File: config.mk
export PLATFORM = sky130hd
export DESIGN_NAME = companding_adc_seq
export DESIGN_NICKNAME = d
export VERILOG_FILES = /design/src/rtl/cas_pkg.sv /design/src/rtl/cas_settle_timer.sv /design/src/rtl/cas_chord_unit.sv /design/src/rtl/cas_sar_unit.sv /design/src/rtl/cas_plate_drive.sv /design/src/rtl/companding_adc_seq.sv
export SDC_FILE = /design/constraint.sdc
export NUM_CORES = 1
export LEC_CHECK = 0
export BUFFER_PORTS_ARGS = -buffer_cell sky130_fd_sc_hd__buf_2
export CAP_MARGIN = 20
export CORE_UTILIZATION = 54
export CTS_CLUSTER_DIAMETER = 30
export DETAILED_ROUTE_END_ITERATION = 6
export PLACE_DENSITY = 0.77
export SLEW_MARGIN = 15
export SYNTH_ARGS = -nofsm -noshare
export SYNTH_HDL_FRONTEND = slang
export SYNTH_SLANG_ARGS = --single-unit
File: constraint.sdc
create_clock -name clk -period 1.9 [get_ports clk]
set_input_delay 0.095 -clock clk [delete_from_list [all_inputs] [get_ports clk]]
set_output_delay 0.095 -clock clk [all_outputs]
set_load 0.03 [all_outputs]
File: src/rtl/cas_pkg.sv
package cas_pkg;
  typedef enum logic [2:0] {
    ST_IDLE,
    ST_SAMPLE,
    ST_SIGN,
    ST_CHORD,
    ST_STEP,
    ST_FIN
  } seq_state_e;
endpackage

File: src/rtl/cas_settle_timer.sv
module cas_settle_timer #(
  parameter int SETTLE = 2
) (
  input  logic clk,
  input  logic rst,
  input  logic run,
  output logic expire
);
  localparam int CNT_W = (SETTLE > 1) ? $clog2(SETTLE) : 1;
  localparam logic [CNT_W-1:0] LAST = CNT_W'(SETTLE - 1);

  logic [CNT_W-1:0] cnt_q;

  assign expire = run && (cnt_q == LAST);

  always_ff @(posedge clk) begin
    if (rst || !run) begin
      cnt_q <= '0;
    end else if (cnt_q == LAST) begin
      cnt_q <= '0;
    end else begin
      cnt_q <= cnt_q + 1'b1;
    end
  end
endmodule

File: src/rtl/cas_chord_unit.sv
module cas_chord_unit #(
  parameter int N_CAPS = 8
) (
  input  logic                       clk,
  input  logic                       rst,
  input  logic                       clear,
  input  logic                       eval,
  input  logic                       eff,
  output logic [$clog2(N_CAPS)-1:0]  idx_o,
  output logic [$clog2(N_CAPS)-1:0]  chord_o,
  output logic                       found_o
);
  localparam int CHORD_W = $clog2(N_CAPS);
  localparam logic [CHORD_W-1:0] LAST_IDX = CHORD_W'(N_CAPS - 2);
  localparam logic [CHORD_W-1:0] SAT_VAL  = CHORD_W'(N_CAPS - 1);

  logic [CHORD_W-1:0] idx_q;
  logic [CHORD_W-1:0] chord_q;
  logic               at_last;

  assign at_last = (idx_q == LAST_IDX);
  assign found_o = eval && (!eff || at_last);
  assign idx_o   = idx_q;
  assign chord_o = chord_q;

  always_ff @(posedge clk) begin
    if (rst) begin
      idx_q   <= '0;
      chord_q <= '0;
    end else if (clear) begin
      idx_q   <= '0;
      chord_q <= '0;
    end else if (eval) begin
      if (!eff) begin
        chord_q <= idx_q;
      end else if (at_last) begin
        chord_q <= SAT_VAL;
      end else begin
        idx_q <= idx_q + 1'b1;
      end
    end
  end
endmodule

File: src/rtl/cas_sar_unit.sv
module cas_sar_unit #(
  parameter int BITS = 4
) (
  input  logic            clk,
  input  logic            rst,
  input  logic            clear,
  input  logic            eval,
  input  logic            eff,
  output logic [BITS-1:0] trial_o,
  output logic [BITS-1:0] result_o,
  output logic            last_o
);
  logic [BITS-1:0] res_q;
  logic [BITS-1:0] mask_q;

  assign trial_o  = res_q | mask_q;
  assign result_o = res_q;
  assign last_o   = mask_q[0];

  always_ff @(posedge clk) begin
    if (rst || clear) begin
      res_q  <= '0;
      mask_q <= {1'b1, {(BITS-1){1'b0}}};
    end else if (eval) begin
      if (eff) begin
        res_q <= res_q | mask_q;
      end
      mask_q <= mask_q >> 1;
    end
  end
endmodule

File: src/rtl/cas_plate_drive.sv
module cas_plate_drive #(
  parameter int N_CAPS    = 8,
  parameter int STEP_BITS = 4
) (
  input  logic                       clk,
  input  logic                       rst,
  input  logic                       hold_ref,
  input  logic                       sign,
  input  logic [$clog2(N_CAPS):0]    nsw,
  input  logic                       tap_en,
  input  logic [$clog2(N_CAPS)-1:0]  tap_idx,
  input  logic [STEP_BITS:0]         tap_code,
  output logic [N_CAPS-1:0]          cap_ref_o,
  output logic [N_CAPS-1:0]          cap_tap_o,
  output logic                       sa_on_o,
  output logic [STEP_BITS:0]         tap_sel_o
);
  localparam int NSW_W = $clog2(N_CAPS) + 1;

  logic [N_CAPS-1:0] ref_d;
  logic [N_CAPS-1:0] tap_d;

  for (genvar gi = 0; gi < N_CAPS; gi++) begin : g_cap
    logic switched;
    assign switched  = (NSW_W'(gi) < nsw);
    assign tap_d[gi] = tap_en && (tap_idx == ($clog2(N_CAPS))'(gi));
    assign ref_d[gi] = hold_ref  ? 1'b1 :
                       tap_d[gi] ? 1'b0 :
                       (sign ? switched : !switched);
  end

  always_ff @(posedge clk) begin
    if (rst) begin
      cap_ref_o <= '1;
      cap_tap_o <= '0;
      sa_on_o   <= 1'b1;
      tap_sel_o <= '0;
    end else begin
      cap_ref_o <= ref_d;
      cap_tap_o <= tap_d;
      sa_on_o   <= hold_ref ? 1'b1 : sign;
      tap_sel_o <= tap_en ? tap_code : '0;
    end
  end
endmodule

File: src/rtl/companding_adc_seq.sv
module companding_adc_seq
  import cas_pkg::*;
#(
  parameter int N_CAPS    = 8,
  parameter int STEP_BITS = 4,
  parameter int SETTLE    = 2
) (
  input  logic                                  clk,
  input  logic                                  rst,
  input  logic                                  frame_strobe,
  input  logic                                  cmp_i,
  output logic [N_CAPS-1:0]                     cap_ref_o,
  output logic [N_CAPS-1:0]                     cap_tap_o,
  output logic                                  sa_on_o,
  output logic [STEP_BITS:0]                    tap_sel_o,
  output logic                                  busy_o,
  output logic                                  done_o,
  output logic [$clog2(N_CAPS)+STEP_BITS:0]     pcm_o
);
  localparam int CHORD_W = $clog2(N_CAPS);
  localparam int NSW_W   = CHORD_W + 1;
  localparam int PCM_W   = 1 + CHORD_W + STEP_BITS;

  seq_state_e           state_q;
  logic                 sign_q;
  logic                 done_q;
  logic [PCM_W-1:0]     pcm_q;

  logic                 expire;
  logic                 eff;
  logic [CHORD_W-1:0]   chord_idx;
  logic [CHORD_W-1:0]   chord_val;
  logic                 chord_found;
  logic [STEP_BITS-1:0] sar_trial;
  logic [STEP_BITS-1:0] sar_res;
  logic                 sar_last;
  logic [NSW_W-1:0]     nsw;
  logic                 timer_run;

  assign timer_run = (state_q == ST_SAMPLE) || (state_q == ST_SIGN) ||
                     (state_q == ST_CHORD)  || (state_q == ST_STEP);
  // negative inputs read the comparator inverted
  assign eff = cmp_i ^ ~sign_q;

  always_comb begin
    unique case (state_q)
      ST_CHORD: nsw = NSW_W'(chord_idx) + 1'b1;
      ST_STEP:  nsw = NSW_W'(chord_val);
      default:  nsw = '0;
    endcase
  end

  cas_settle_timer #(.SETTLE(SETTLE)) timer_i (
    .clk    (clk),
    .rst    (rst),
    .run    (timer_run),
    .expire (expire)
  );

  cas_chord_unit #(.N_CAPS(N_CAPS)) chord_i (
    .clk     (clk),
    .rst     (rst),
    .clear   (state_q == ST_SIGN),
    .eval    ((state_q == ST_CHORD) && expire),
    .eff     (eff),
    .idx_o   (chord_idx),
    .chord_o (chord_val),
    .found_o (chord_found)
  );

  cas_sar_unit #(.BITS(STEP_BITS)) sar_i (
    .clk      (clk),
    .rst      (rst),
    .clear    (state_q == ST_CHORD),
    .eval     ((state_q == ST_STEP) && expire),
    .eff      (eff),
    .trial_o  (sar_trial),
    .result_o (sar_res),
    .last_o   (sar_last)
  );

  cas_plate_drive #(.N_CAPS(N_CAPS), .STEP_BITS(STEP_BITS)) drive_i (
    .clk       (clk),
    .rst       (rst),
    .hold_ref  ((state_q == ST_IDLE) || (state_q == ST_SAMPLE) || (state_q == ST_FIN)),
    .sign      (sign_q),
    .nsw       (nsw),
    .tap_en    (state_q == ST_STEP),
    .tap_idx   (chord_val),
    .tap_code  ({sar_trial, 1'b1}),
    .cap_ref_o (cap_ref_o),
    .cap_tap_o (cap_tap_o),
    .sa_on_o   (sa_on_o),
    .tap_sel_o (tap_sel_o)
  );

  always_ff @(posedge clk) begin
    if (rst) begin
      state_q <= ST_IDLE;
      sign_q  <= 1'b0;
      done_q  <= 1'b0;
      pcm_q   <= '0;
    end else begin
      done_q <= 1'b0;
      unique case (state_q)
        ST_IDLE:   if (frame_strobe) state_q <= ST_SAMPLE;
        ST_SAMPLE: if (expire) begin
                     sign_q  <= cmp_i;
                     state_q <= ST_SIGN;
                   end
        ST_SIGN:   if (expire) state_q <= ST_CHORD;
        ST_CHORD:  if (chord_found) state_q <= ST_STEP;
        ST_STEP:   if (expire && sar_last) state_q <= ST_FIN;
        ST_FIN: begin
          pcm_q   <= {sign_q, chord_val, sar_res};
          done_q  <= 1'b1;
          state_q <= ST_IDLE;
        end
        default:   state_q <= ST_IDLE;
      endcase
    end
  end

  assign busy_o = (state_q != ST_IDLE);
  assign done_o = done_q;
  assign pcm_o  = pcm_q;
endmodule

# Yosys cells after proc, flatten, opt, wreduce, memory -nomap -nowiden
# Cells that the tools add are included.
[totals] register_bits=50 input_bits=4 out_inout_bits=32 word_cells=119
[classes] n_addsub=3 magnitude_cmp=8 eq_ne=19 muxes=27 n_bitwise=5 reduce_logical=43
[ops] op="== test 3 bit, second input constant" count=7
[ops] op="2-to-1 mux 3 bit" count=7
[ops] op="2-to-1 mux 1 bit" count=18
[ops] op="less-than comparator 3 x 4 -> 1 bit, first input constant" count=4
[ops] op="one-hot mux 3 bit (5 select lines)" count=1
[ops] op="logical AND 1 bit" count=13
[ops] op="== test 3 x 2 -> 1 bit, second input constant" count=4
[ops] op="inequality test 2 bit, second input constant" count=6
[ops] op="zero test 1 bit" count=10
[ops] op="logical OR 1 bit" count=8
[ops] op="less-than comparator 1 x 4 -> 1 bit, first input constant" count=2
[ops] op="less-than comparator 2 x 4 -> 1 bit, first input constant" count=2
[ops] op="one-hot mux 4 bit (2 select lines)" count=1
[ops] op="OR reduction 2 bit" count=4
[ops] op="== test 3 x 1 -> 1 bit, second input constant" count=2
[ops] op="zero test 3 bit" count=2
[ops] op="AND reduction 2 bit" count=3
[ops] op="AND reduction 5 bit" count=1
[ops] op="adder 3 x 1 -> 4 bit, second input constant" count=1
[ops] op="OR 4 bit" count=1
[ops] op="adder 3 x 1 -> 3 bit, second input constant" count=1
[ops] op="inverter 1 bit" count=3
[ops] op="AND reduction 3 bit" count=1
[ops] op="nonzero test 3 bit" count=1
[ops] op="other kinds (2)" count=2

# Depth between registers and ports, before layout
# Gate-level depths: netlist (run 1).
[logic_depth] depth_word=9 ltp_mapped=7 mapped_depth_nobuf=7

# Hierarchy
# From an unflattened synthesis (run 1), not the netlist that was laid out.
[hier_totals] hier_cells=220 hier_area_um2=2148.3
[by_module_without_submodules] mod="cas_plate_drive" instances=1 cells_each=81 area_per_inst_um2=814.5 seq_area_each_um2=440.4
[by_module_without_submodules] mod="companding_adc_seq" instances=1 cells_each=77 area_per_inst_um2=700.7 seq_area_each_um2=260.2
[by_module_without_submodules] mod="cas_sar_unit" instances=1 cells_each=31 area_per_inst_um2=300.3 seq_area_each_um2=160.2
[by_module_without_submodules] mod="cas_chord_unit" instances=1 cells_each=28 area_per_inst_um2=292.8 seq_area_each_um2=120.1
[by_module_without_submodules] mod="cas_settle_timer" instances=1 cells_each=3 area_per_inst_um2=40.0 seq_area_each_um2=20.0

# Worst setup path before layout (run 1)
# Ideal clock, no wire load.
[synth_path] kind="register to register" startpoint="reg chord_i.idx_q[0] (netlist: chord_i.idx_o[0])" endpoint="reg drive_i.cap_ref_o[6]" setup_time_ps=129 arrival_ps=1395 t_required_ps=1771 slack_ps=376 stages_incl_launch_ff=8 cell_sequence="dfxtp_1 > inv_1 > ha_1 > inv_1 > a22oi_4 > o31ai_2 > xor2_1 > o21ai_1"
[synth_between] elab_chain_len=6
[synth_rtl] item="start, declared" line_no="cas_chord_unit.sv:17" rtl="logic [CHORD_W-1:0] idx_q;"
[synth_rtl] item="start signal, assigned" line_no="cas_chord_unit.sv:39" rtl="idx_q <= idx_q + 1'b1;"
[synth_rtl] item="adder 3 x 1 -> 4 bit (*)" line_no="companding_adc_seq.sv:47" rtl="ST_CHORD: nsw = NSW_W'(chord_idx) + 1'b1;"
[synth_rtl] item="one-hot mux 4 bit (2 select lines) (*)" line_no="companding_adc_seq.sv:46" rtl="unique case (state_q)"
[synth_rtl] item="less-than comparator 3 x 4 -> 1 bit (*)" line_no="cas_plate_drive.sv:25" rtl="assign switched = (NSW_W'(gi) < nsw);"
[synth_rtl] item="zero test 1 bit" line_no="cas_plate_drive.sv:29" rtl="(sign ? switched : !switched);"
[synth_rtl] item="2-to-1 mux 1 bit (*)" line_no="cas_plate_drive.sv:29"
[synth_rtl] item="2-to-1 mux 1 bit (*)" line_no="cas_plate_drive.sv:28" rtl="tap_d[gi] ? 1'b0 :"
[synth_rtl] item="end signal, assigned" line_no="cas_plate_drive.sv:39" rtl="cap_ref_o <= ref_d;"
[synth_rtl] item="end, declared" line_no="cas_plate_drive.sv:13" rtl="output logic [N_CAPS-1:0] cap_ref_o,"
# Mark *: on every way between the ends. The rest lies on a longest branch, timed or not.
# A chain may end at the register's enable or synchronous reset.

# Final worst setup path (run 1)
[layout_path] startpoint="reg chord_i.idx_q[1] (netlist: chord_i.idx_o[1])" endpoint="reg drive_i.cap_ref_o[6]"
# The elaborated chain is that of the path after synthesis.

==> metrics, run 1 <==
RR Startpoint chord_i.idx_o[1]; min-delay src cmp_i; footprint of the multi-input gates 905.9 sq um; Tcrit/Tclk final 0.8808; total wire length 3.983 mm; fmax 0.5975 GHz; GRT Total Usage 0.2296; Die X 62.91 microns; Syn-to-layout area delta 16.80%; kind of critical path flip-flop to flip-flop; core area 0.003442 sq mm; critical path endpoint category flip-flop; post-DP HPWL 2.801 mm; maximum number of pins on one net before global-route repair 21; pwr dens 801.5 mW/mm^2; GR peak layer met2; overall power between 1500 and 2000 uW; setup skew after layout 5.948 ps; detailed-route DRC error count 0; CTS tree built; Async S/R FF share, synth 0; gr ovfl total 0; minimum clock period 1674 ps; total negative slack 0 ps; FF+latch count, synth 50; n_diodes 0; Maximum Capacitance Violations 0; first-pass GRT wire length 6.989 mm; Syn Area/Cell 9.405 sq um; DR vias/cell between 5 and 6; Antenna Nets Post-Route 0; worst hold margin 64.04 ps; filler cell count 285; initial DRC count 130; met3 Track Usage GR 0.06387; RSZ-0062 raised after global routing no; outcome finished, final reports clean; M2 GR Usage 0.3723; CP Max Fanout 7; drt wl/cell 13.41 microns; die area 0.003957 sq mm; Syn Nets 219; Clock Pin Slew Worst Setup and Hold Paths 80 ps; post-synthesis cell count between 200 and 250; CP Launch Type flip-flop; Final Wtd Congestion 0.8618; worst-case reg-to-reg path depth 6; Req. time, crit path 2100 ps; Leak Pwr 0.001081 uW; clock sinks 50; post-route cell area 0.002340 sq mm; worst hold path class primary input to flip-flop; synth warn 0; row count 21; DR pass1 iterations 4; Ports 36; Num CTS Buffers 5; final setup violation count 0; M1 GR Usage 0.2823; worst-case clock buffer depth 2; Setup WS post-layout around 230 ps; Hold Crit Depth 3; Post-Place Setup Slack 179.6 ps; Peak VDD IR 0.7800 mV; Sequential Area roughly 0.0010 sq mm; Synth Flop Type dfxtp_1; height of the die 62.91 microns; H-tree depth 2; vias in the first global route 1494; area post-placement approximately 0.0022 sq mm; CTS root buf clkbuf_8; initial antenna violation count 0; # port buffers 35; ratio of cells with drive above 1 in the final layout 0.2470; Hold-fix buffers, CTS 0; sequential element share of the synthesized area 0.4997; routed vias 1564; relative slew slack 0.7109; fin nets about 260; Initial Utilization 0.5820; EDFF count, synth 0; Post-Synthesis Cell Area 0.002003 sq mm; Fin. Hold Viols 0; Synth cell types 49; Worst Max-Slew Pin Slew 433.6 ps; Crit path arrival time 1870 ps; crit path launch chord_i.idx_o[1]; final slew viol count 0; clk_lat worst skew 300 ps
-- metrics by stage --
stage,cells,util
global route,297,0.6798
finish,297,0.6798
global placement,289,0.6485
floorplan,213,-
detailed placement,289,0.6485
CTS,297,0.6794
-- kinds of logic after synthesis --
group	count (synthesis)	share of synthesized area
compound gates	40	0.1437
simple gates	81	0.2018
flops	50	0.4997
mux	10	0.04997
buf+inv	20	0.04872
fa+ha+maj	2	0.01249
xor+xnor	10	0.04373
-- flip-flops by register name (all words and copies together) (netlist names) --
name,cells
chord_i.chord_o,3
sar_i.result_o,4
sar_i.mask_q,4
pcm_o,8
sign_q,1
drive_i.cap_tap_o,8
drive_i.sa_on_o,1
timer_i.cnt_q,1
state_q,3
drive_i.cap_ref_o,8
drive_i.tap_sel_o,5
done_o,1
chord_i.idx_o,3
-- cells in the final DEF, fill, tap and decap left out, drive strengths merged, types with 3 or more instances in the layout --
cell | Yosys | final
a21oi | 13 | 13
buf | 8 | 45
clkbuf | 7 | 7
dfxtp | 50 | 50
inv | 5 | 5
mux2i | 10 | 10
nand2 | 11 | 11
nand2b | 3 | 3
nand3 | 8 | 8
nand4 | 3 | 3
nor2 | 37 | 37
nor3 | 6 | 6
o21a | 4 | 4
o21ai | 8 | 8
o22ai | 3 | 3
xnor2 | 3 | 3
xor2 | 7 | 7
-- worst paths after layout --
check | end | slack, ps
min | sign_q | 60
max | drive_i.cap_ref_o[6] | 230
min reg2reg | pcm_o[2] | 500
max reg2reg | drive_i.cap_ref_o[6] | 230
-- worst max-delay path: stages, from the launching register on --
cell and delay (ps):
dfxtp_1 450, ha_1 230, xor2_1 240, a21oi_4 130
o31ai_2 280, xor2_1 180, o21ai_1 70
-- what timing repair did --
item / 4_1_cts / 5_1_grt
buffers inserted: 0 / 0
gates resized for setup: 0 / 1
endpoints found under the setup margin: 0 / 1
-- area by class of cell --
class                   instances  share of cell area
flip-flops and latches         50              0.4278
multi-input cells             143              0.3872
repair buffers                 45              0.1070
clock buffers                   7             0.03262
well taps                      46             0.02460
clock inverters                 1             0.01283
inverters                       5            0.008021
-- power by group --
| group | switching (uW) | internal [uW] |
|---|---|---|
| clock | 313 | 394 |
| combinational | 70.6 | 40.1 |
| sequential | 3.41 | 1050 |
| total | 387 | 1490 |
-- layer usage --
layer | vias up | wire length [microns] | part of all wire
met5 | - | 0 | 0
met4 | 0 | 61 | 0.015
met3 | 8 | 170 | 0.043
met2 | 36 | 1959 | 0.49
met1 | 726 | 1792 | 0.45
li1 | 794 | - | -
-- cells in the mapped netlist, types with 3 or more instances --
cell / instances / area (sq um)
xor2_1: 7 / 61.31
a21oi_1: 12 / 60.06
nand2b_1: 3 / 18.77
o21a_1: 4 / 30.03
nand3_1: 8 / 40.04
o22ai_1: 3 / 18.77
inv_1: 5 / 18.77
clkbuf_1: 6 / 22.52
o21ai_0: 4 / 20.02
nand2_1: 11 / 41.29
nor3_1: 5 / 25.02
o21ai_1: 3 / 15.01
nor2_1: 37 / 138.9
xnor2_1: 3 / 26.28
buf_1: 3 / 11.26
mux2i_1: 10 / 100.1
dfxtp_1: 50 / 1001
Note: power is estimated with default switching activity, not from simulation.
==> run 2, diff against run 1 <==
Settings changed: CORE_ASPECT_RATIO from default to 0.5.
==> run 2 against run 1 <==
Clock skew increased by 1.8 ps; final cell count rose by 1.7%; first-iteration DRC count decreased by 55%; hold slack better by 11 ps; sequential power about the same; die area rose by 0.37%; non-clock buffer count unchanged; largest cell class unchanged; largest power group unchanged.
==> metrics, run 2 (synthesis gave the netlist of run 1 again) <==
outcome finished, final reports clean; RR Startpoint state_q[1]; Final Wtd Congestion 0.8547 (-0.82%); Worst path max stage delay 470 ps (+20 ps); clk_lat worst skew 300 ps (about the same); H-tree depth 2 (unchanged); Maximum Capacitance Violations 0 (unchanged); Die X 88.14 microns (+40%); Crit path arrival time 1930 ps (+60 ps); Antenna Nets Post-Route 0 (unchanged); Sequential Power Share 0.595 (+0.031); Switching Fraction 0.2259 (+0.01960); critical path endpoint category flip-flop; crit path launch state_q[1]; first-pass GRT wire length 5.865 mm (-16%); fin nets 256 (unchanged); CP Launch Type flip-flop; post_cts resized 0 (unchanged); Tcrit/Tclk final 0.9133 (+0.03242); Setup Buffers After CTS 0 (unchanged); Syn-to-layout area delta 16.49%; Hold-fix buffers, CTS 0 (unchanged); relative slew slack 0.6952 (-0.01574); row count 15 (-29%); CP Max Fanout 9 (+2); Fin. Hold Viols 0 (unchanged); Reg2Reg Setup Slack 160 ps (-60 ps); clock sinks 50 (unchanged); initial DRC count 58 (-55%); core area 0.003491 sq mm (+1.4%); Peak VDD IR 0.4328 mV (-45%); routed vias 1516 (-3.1%); worst-case clock buffer depth 2 (unchanged); gr ovfl total 0 (unchanged); Initial Utilization 0.5738 (-0.008135); final slew viol count 0 (unchanged); pwr dens 768.6 mW/mm^2 (-4.1%); fin cells 302 (+1.7%); setup skew after layout 7.707 ps (+1.759 ps); Req. time, crit path 2090 ps (about the same); filler cell count 286 (+0.35%); RSZ-0062 raised after global routing no; height of the die 45.07 microns (-28%); R2R Path End drive_i.cap_ref_o[0]; most frequent cells in the layout dfxtp_1, nor2_1, buf_2; Worst Max-Slew Pin Slew 457.2 ps (+23.61 ps); die area 0.003972 sq mm (+0.37%); # port buffers 35 (unchanged); CP Cell Sequence and3b_1, nand4_2, nand4_1, xor2_1, o21ai_1; maximum number of pins on one net before global-route repair 21 (unchanged); post-DP HPWL 2.592 mm (-7.4%); commonest non-fill, non-tap cell in the layout dfxtp_1; drt wl/cell 11.89 microns (-11%); Worst setup endpoint drive_i.cap_ref_o[0]; Ports 36 (unchanged); minimum clock period 1735 ps (+61.59 ps); placed cells 294 (+1.7%); CTS tree built; vias in the first global route 1268 (-15%); total wire length 3.590 mm (-9.9%); ratio of cells with drive above 1 in the final layout 0.2510 (+0.003984); DR pass1 iterations 4 (unchanged); kind of critical path flip-flop to flip-flop; DR vias/cell 5.020 (-4.7%); Leak Pwr 0.001077 uW (-0.33%); Slowest cell on crit path and3b_1; Clock Pin Slew Worst Setup and Hold Paths 90 ps (about the same); n_diodes 0 (unchanged); detailed-route DRC error count 0 (unchanged); worst hold path class primary input to flip-flop; internal power 1388 uW (-6.7%); fmax 0.5763 GHz (-3.5%); Logic pwr share 0.056 (-0.003); final setup violation count 0 (unchanged); initial antenna violation count 0 (unchanged); CTS root buf clkbuf_8; switching power 405.2 uW (+4.7%); Clock Power Share 0.349 (-0.028); worst-case reg-to-reg path depth 5 (-1); total negative slack 0 ps (unchanged); Num CTS Buffers 5 (unchanged); GRT Total Usage 0.2012 (-0.02835)
-- run 2: through the flow --
stage | setup slack (ps) | power, uW | instance area (sq um) | hold slack (ps) | util
CTS | 162.7 | 1809 | 2333 | 78.98 | 0.6685
global placement | 238.0 | 1191 | 2238 | 369.1 | 0.6412
floorplan | 375.9 | 1167 | 2003 | 226.9 | -
global route | 26.32 | 1872 | 2333 | 123.1 | 0.6685
detailed placement | 164.4 | 1191 | 2238 | 389.2 | 0.6412
finish | 164.8 | 1793 | 2333 | 75.10 | 0.6685
-- run 2: cell type report --
| class | instances | area [sq um] | share of cell area |
|---|---|---|---|
| Timing Repair Buffer | 45 | 250.2 | 0.1072 |
| Clock buffer | 6 | 82.58 | 0.03539 |
| Sequential cell | 50 | 1001 | 0.4290 |
| Tap cell | 51 | 63.81 | 0.02735 |
| Inverter | 5 | 18.77 | 0.008043 |
| Clock inverter | 2 | 12.51 | 0.005362 |
| Multi-Input combinational cell | 143 | 904.6 | 0.3877 |
-- run 2: worst max-delay path: cells and delay by family (launching register included) --
| family | cells | cell delay [ps] |
|---|---|---|
| AOI/OAI and AO/OA | 1 | 70 |
| xor gates and xnor gates | 1 | 160 |
| DFF | 1 | 400 |
| and+or+nand+nor | 3 | 1000 |
-- run 2: worst min path at each step --
stage          startpoint               to  cells past startpoint
2_1_floorplan         rst  drive_i.sa_on_o                      2
3_3_place_gp        cmp_i           sign_q                      3
3_5_place_dp        cmp_i           sign_q                      3
4_1_cts             cmp_i           sign_q                      3
5_1_grt             cmp_i           sign_q                      3
6_report            cmp_i           sign_q                      3
-- run 2: layer usage --
metal,track usage,vias to the layer above,share of wire
met4,0.07742,0,0.012
met2,0.3163,39,0.44
met3,0.06033,5,0.042
met1,0.2664,678,0.50
met5,0,-,0
li1,-,794,-
-- run 2: power groups by stage --
stage               combinational, uW  sequential [uW]  clock, uW
floorplan                        81.7             1090          0
global placement                 99.2             1090          0
detailed placement               99.6             1090          0
CTS                               100             1070        642
global route                      111             1070        692
finish                            100             1070        626
